--- config.mk ---
export PLATFORM = sky130hd
export DESIGN_NAME = flit_stall_buffer
export DESIGN_NICKNAME = d
export VERILOG_FILES = /design/src/rtl/flit_buf_pkg.sv /design/src/rtl/fb_store.sv /design/src/rtl/fb_status.sv /design/src/rtl/flit_stall_buffer.sv
export SDC_FILE = /design/constraint.sdc
export NUM_CORES = 1
export LEC_CHECK = 0
export BUFFER_PORTS_ARGS = -buffer_cell sky130_fd_sc_hd__buf_2
export CORE_AREA = 2 2 166 103
export CTS_CLUSTER_SIZE = 10
export DETAILED_ROUTE_END_ITERATION = 10
export DIE_AREA = 0 0 168 105
export PLACE_DENSITY_LB_ADDON = 0.3
export REMOVE_ABC_BUFFERS = 1
export SLEW_MARGIN = 20
export SYNTH_ARGS = -nofsm -noshare
export SYNTH_HDL_FRONTEND = slang
export SYNTH_SLANG_ARGS = --single-unit
export TNS_END_PERCENT = 30
--- constraint.sdc ---
create_clock -name clk_i -period 2.9 [get_ports clk_i]
set_input_delay 0.145 -clock clk_i [delete_from_list [all_inputs] [get_ports clk_i]]
set_output_delay 0.145 -clock clk_i [all_outputs]
set_load 0.005 [all_outputs]
--- src/rtl/flit_buf_pkg.sv ---
package flit_buf_pkg;
  localparam int TAIL_W    = 1;
  localparam int PORT_W    = 3;
  localparam int COORD_W   = 3;
  localparam int PAYLOAD_W = 21;
  localparam int FLIT_W    = TAIL_W + PORT_W + 3 * COORD_W + PAYLOAD_W;
  localparam int BUF_DEPTH = 4;
endpackage

--- src/rtl/fb_store.sv ---
module fb_store #(
  parameter int DEPTH = 4,
  parameter int W     = 34,
  localparam int PW   = (DEPTH > 1) ? $clog2(DEPTH) : 1,
  localparam int CW   = $clog2(DEPTH + 1)
) (
  input  logic          clk_i,
  input  logic          rst_ni,
  input  logic          wr_en_i,
  input  logic [W-1:0]  wr_data_i,
  input  logic          rd_en_i,
  output logic [W-1:0]  rd_data_o,
  output logic [CW-1:0] count_o
);
  logic [W-1:0]  slot_q [DEPTH];
  logic [PW-1:0] wr_ptr_q, rd_ptr_q;
  logic [CW-1:0] count_q;

  function automatic logic [PW-1:0] nxt(input logic [PW-1:0] p);
    return (p == PW'(DEPTH - 1)) ? '0 : p + 1'b1;
  endfunction

  for (genvar g = 0; g < DEPTH; g++) begin : g_slot
    always_ff @(posedge clk_i or negedge rst_ni) begin
      if (!rst_ni)                              slot_q[g] <= '0;
      else if (wr_en_i && wr_ptr_q == PW'(g))   slot_q[g] <= wr_data_i;
    end
  end

  always_ff @(posedge clk_i or negedge rst_ni) begin
    if (!rst_ni) begin
      wr_ptr_q <= '0;
      rd_ptr_q <= '0;
      count_q  <= '0;
    end else begin
      if (wr_en_i) wr_ptr_q <= nxt(wr_ptr_q);
      if (rd_en_i) rd_ptr_q <= nxt(rd_ptr_q);
      case ({wr_en_i, rd_en_i})
        2'b10:   count_q <= count_q + 1'b1;
        2'b01:   count_q <= count_q - 1'b1;
        default: count_q <= count_q;
      endcase
    end
  end

  assign rd_data_o = slot_q[rd_ptr_q];
  assign count_o   = count_q;

  assert_cap_R2: assert property (@(posedge clk_i) disable iff (!rst_ni)
    count_q <= CW'(DEPTH));
  assert_full_hold_R2: assert property (@(posedge clk_i) disable iff (!rst_ni)
    (count_q == CW'(DEPTH) && !rd_en_i) |=> (count_q == CW'(DEPTH) && $stable(rd_ptr_q)));
endmodule

--- src/rtl/fb_status.sv ---
module fb_status #(
  parameter int DEPTH = 4,
  localparam int CW   = $clog2(DEPTH + 1)
) (
  input  logic          clk_i,
  input  logic          rst_ni,
  input  logic [CW-1:0] count_i,
  input  logic          fire_i,
  output logic          stall_o,
  output logic          empty_o,
  output logic          low_o,
  output logic          full_o,
  output logic          sent_o
);
  logic sent_q;

  always_ff @(posedge clk_i or negedge rst_ni) begin
    if (!rst_ni) sent_q <= 1'b0;
    else         sent_q <= fire_i;
  end

  assign stall_o = count_i >= CW'(DEPTH - 1);
  assign full_o  = count_i == CW'(DEPTH);
  assign empty_o = count_i == '0;
  assign low_o   = count_i == CW'(1);
  assign sent_o  = sent_q;
endmodule

--- src/rtl/flit_stall_buffer.sv ---
module flit_stall_buffer
  import flit_buf_pkg::*;
#(
  parameter int DEPTH = BUF_DEPTH,
  parameter int W     = FLIT_W,
  localparam int CW   = $clog2(DEPTH + 1)
) (
  input  logic         clk_i,
  input  logic         rst_ni,
  input  logic         in_valid_i,
  input  logic [W-1:0] in_flit_i,
  output logic         stall_up_o,
  input  logic         deq_i,
  output logic [W-1:0] out_flit_o,
  output logic         out_valid_o,
  output logic         slot_free_o,
  output logic         buf_empty_o,
  output logic         buf_low_o,
  output logic         drop_err_o
);
  logic [CW-1:0] count;
  logic [W-1:0]  head;
  logic          empty, full, fire, wr_en, rd_en;

  assign out_valid_o = in_valid_i || !empty;
  assign out_flit_o  = empty ? in_flit_i : head;
  assign fire        = deq_i && out_valid_o;
  assign rd_en       = fire && !empty;
  // empty + dequeued: flit passes straight through, no write
  assign wr_en       = in_valid_i && !full && !(empty && deq_i);
  assign drop_err_o  = in_valid_i && full;

  fb_store #(.DEPTH(DEPTH), .W(W)) u_store (
    .clk_i     (clk_i),
    .rst_ni    (rst_ni),
    .wr_en_i   (wr_en),
    .wr_data_i (in_flit_i),
    .rd_en_i   (rd_en),
    .rd_data_o (head),
    .count_o   (count)
  );

  fb_status #(.DEPTH(DEPTH)) u_status (
    .clk_i   (clk_i),
    .rst_ni  (rst_ni),
    .count_i (count),
    .fire_i  (fire),
    .stall_o (stall_up_o),
    .empty_o (empty),
    .low_o   (buf_low_o),
    .full_o  (full),
    .sent_o  (slot_free_o)
  );

  assign buf_empty_o = empty;

  assert_sent_pulse_R4: assert property (@(posedge clk_i) disable iff (!rst_ni)
    (deq_i && out_valid_o) |=> slot_free_o);
  assert_sent_quiet_R4: assert property (@(posedge clk_i) disable iff (!rst_ni)
    !(deq_i && out_valid_o) |=> !slot_free_o);
  assert_bypass_R6: assert property (@(posedge clk_i) disable iff (!rst_ni)
    (buf_empty_o && in_valid_i && deq_i) |=> buf_empty_o);
  assert_hold_R7: assert property (@(posedge clk_i) disable iff (!rst_ni)
    (buf_empty_o && in_valid_i && !deq_i) |=> (buf_low_o && out_flit_o == $past(in_flit_i)));
  assert_no_overflow_R9: assert property (@(posedge clk_i) disable iff (!rst_ni)
    (drop_err_o && !deq_i) |=> (stall_up_o && !buf_low_o && $stable(out_flit_o)));
  assert_stall_rise_R3: assert property (@(posedge clk_i) disable iff (!rst_ni)
    $rose(stall_up_o) |-> $past(in_valid_i));
endmodule

==> impl_metrics.json <==
{
  "clk_pin_slew_ps": 60,
  "insertion_delay_ps": 420,
  "synth_area_um2": 7090,
  "routabilityCongestion": 0.723,
  "drive_gt1_share_pct": 50.7,
  "synth_fa_ha_area_share_pct": 1.94,
  "wl_met2_um": 6970,
  "hold_viol": 0,
  "cp_data_arrival_time_ps": 2460,
  "met1Wirelength_um": 7600,
  "vias": 4301,
  "critPathKind": "register to primary output",
  "finalCritPeriodShare_pct": 89.8,
  "final.min_clock_period_ps": 2600,
  "wl_per_cell_um": 19.1,
  "multiInputGateArea_um2": 3230,
  "ys_ff_latch": 144,
  "grt_pass1_wl_um": 24400,
  "drtPass1Iterations": 4,
  "cp_max_fo": 37,
  "cts-buffers-inserted": 17,
  "register_area_um2": 3610,
  "synth_top_family_by_area": "multiplexers",
  "cts_sinks": 144,
  "cts_buffer_depth": 2,
  "grt_setup_unrepaired": "no",
  "leakage_nw": 3.68,
  "cts_setup_buffers": 0,
  "drtIter0Drc": 244,
  "nNetsFinal": 628,
  "syn_area_per_cell_um2": 14.2,
  "std_cell_rows": 36,
  "synth_compound_area_share_pct": 7.44,
  "end_kind": "primary output",
  "yosys.area_share.simple_pct": 3.49,
  "hpwl_um": 9270,
  "final_area_um2": 8280,
  "io_pins": 78,
  "viasPerCell": 5.37,
  "synth_xor_area_share_pct": 0.247,
  "drt-total-wl_um": 15300,
  "hp-class": "input pin to register",
  "worstPathRequired_ps": 2760,
  "syn_inst": 500,
  "fillers": 1340,
  "tns_ps": 0,
  "synth.area.mux_share_pct": 31.8,
  "grt_max_degree": 89,
  "ys.warnings.count": 0,
  "clockRootBuffer": "clkbuf_16",
  "slew_headroom_pct": 36.5,
  "core_um2": 16000,
  "diodes": 0,
  "cap_violations": 0,
  "tightest_slew_ps": 951,
  "antenna_found_initial": 1,
  "die_w_um": 168,
  "powerDensity_nw_per_um2": 1310,
  "skew_ps": 15.0,
  "synth_cell_type_count": 27,
  "die_y_um": 105,
  "wl_met3_um": 664,
  "startpoint_type": "register",
  "finalSetupViolations": 0,
  "area_growth_pct": 16.7,
  "status": "completed",
  "whs_ps": 22.4,
  "placed_cell_area_um2": 7610,
  "finalMaxSlewViolations": 0,
  "grt_pass1_vias": 4505,
  "power_mw": 10.9,
  "final_antenna_net_count": 0,
  "port_buffers": 77,
  "ir_worst_vdd_uv": 491,
  "highest_layer": "met5",
  "cts_tree": "built",
  "fmax_mhz": 384,
  "synth_seq_area_share_pct": 50.8,
  "drc": 0,
  "start_util_pct": 44.4,
  "htreeDepth": 4,
  "dieArea_um2": 17600,
  "grt-ovfl-total": 0,
  "grtUsageTotal_pct": 17.7
}
==> metal layers <==
| metal | vias up | GRT usage [%] |
|---|---|---|
| met5 | - | 0 |
| met1 | 2230 | 25.0 |
| met3 | 4 | 4.81 |
| met2 | 78 | 27.7 |
| met4 | 2 | 3.35 |
| li1 | 1987 | - |
==> critical path: stages (launching register included) <==
cell and delay, ps:
dfrtp_1 410, inv_1 100, ha_1 240, nand2b_2 90, buf_4 410, and2_4 460, a221oi_1 170, buf_2 160
==> report_power, final <==
group          switching (mW)  internal, mW
registers               0.631          3.05
clock network           0.848          1.47
logic                    2.32          2.55
total                    3.80          7.07
==> state kept, by name (all words and copies together), names as in the netlist <==
register and flops:
u_store.rd_ptr_q 2, u_store.count_o 3, u_status.sent_o 1, u_store.wr_ptr_q 2, u_store.slot_q 136
==> area by class of cell <==
type / instances / share of cell area (%)
clock buffers: 19 / 5.35
well taps: 209 / 3.16
flip-flops and latches: 144 / 43.6
inverters: 8 / 0.363
multi-input cells: 319 / 39.0
clock inverters: 13 / 2.24
repair buffers: 89 / 6.33
==> Yosys cell counts <==
library cell    n  area, µm²
nand2b_1        3       18.8
inv_1           7       26.3
nor2_4          1       11.3
buf_4           3       22.5
buf_6          18        203
and2_1          1       6.26
clkbuf_1        3       11.3
a221oi_1        4       35.0
ha_1           11        138
o21a_4          1       15.0
dfrtp_1       144       3600
nor2b_1         1       6.26
xnor2_1         2       17.5
mux2_2        140       1580
and3_1          1       6.26
a21oi_1         1       5.00
a221oi_2       30        450
nor2_1         38        143
a31oi_1         1       6.26
buf_2           7       35.0
nor2_2          4       25.0
o22ai_1         1       6.26
nand2_1         6       22.5
mux2i_1        68        681
o21ai_0         2       10.0
inv_2           1       3.75
and2_4          1       8.76
==> placed cells by master (no fill, tap or decap), types with 2 or more instances in the layout <==
master,synthesis,layout
dfrtp_1,144,143
mux2_2,140,140
buf_2,7,76
mux2i_1,68,68
nor2_1,38,38
a221oi_2,30,30
clkbuf_16,0,17
ha_1,11,11
inv_1,7,7
buf_4,3,7
nand2_1,6,6
nor2_4,1,5
a221oi_1,4,4
bufinv_16,0,4
clkinv_2,0,3
buf_12,0,3
and2_4,1,2
nand2b_1,3,2
o21ai_0,2,2
xnor2_1,2,2
clkinv_4,0,2
clkinvlp_4,0,2
inv_6,0,2
dlygate4sd3_1,0,2
==> cell families (layout without fill, tap and decap cells) <==
group | count (synthesis) | after routing
flops | 144 | 144
compound gates | 40 | 40
xor+xnor | 2 | 2
buf+inv | 39 | 129
simple gates | 56 | 58
mux | 208 | 208
fa+ha+maj | 11 | 11
==> stage by stage <==
step	utilization, %	instances	worst slack [ps]
finish	51.8	801	296
global route	51.8	801	129
CTS	51.7	799	46.1
detailed placement	47.6	765	482
global placement	47.6	765	520
floorplan	-	469	-293
==> worst paths after layout <==
path	slack, ps	startpoint	depth (start not counted)	end
worst max register to register	730	u_store.count_o[0]$_DFFE_PN0P_	10	u_store.count_o[2]$_DFFE_PN0P_
worst max-delay path	300	u_store.count_o[0]$_DFFE_PN0P_	7	out_flit_o[33]
min in group asynchronous	350	rst_ni	2	u_store.slot_q[11]$_DFFE_PN0P_
worst min register to register	510	u_store.slot_q[117]$_DFFE_PN0P_	1	u_store.slot_q[117]$_DFFE_PN0P_
worst min-delay path	20	in_flit_i[8]	2	u_store.slot_q[42]$_DFFE_PN0P_
max in group asynchronous	1710	rst_ni	3	u_store.rd_ptr_q[1]$_DFFE_PN0P_
==> what timing repair did <==
item / 4_1_cts / 5_1_grt
gates resized for setup: 0 / 1
setup endpoints to repair: 0 / 34
hold buffers: 2 / 0
endpoints found under the hold margin: 88 / 0
No activity file was read; power rests on OpenSTA's default activity.
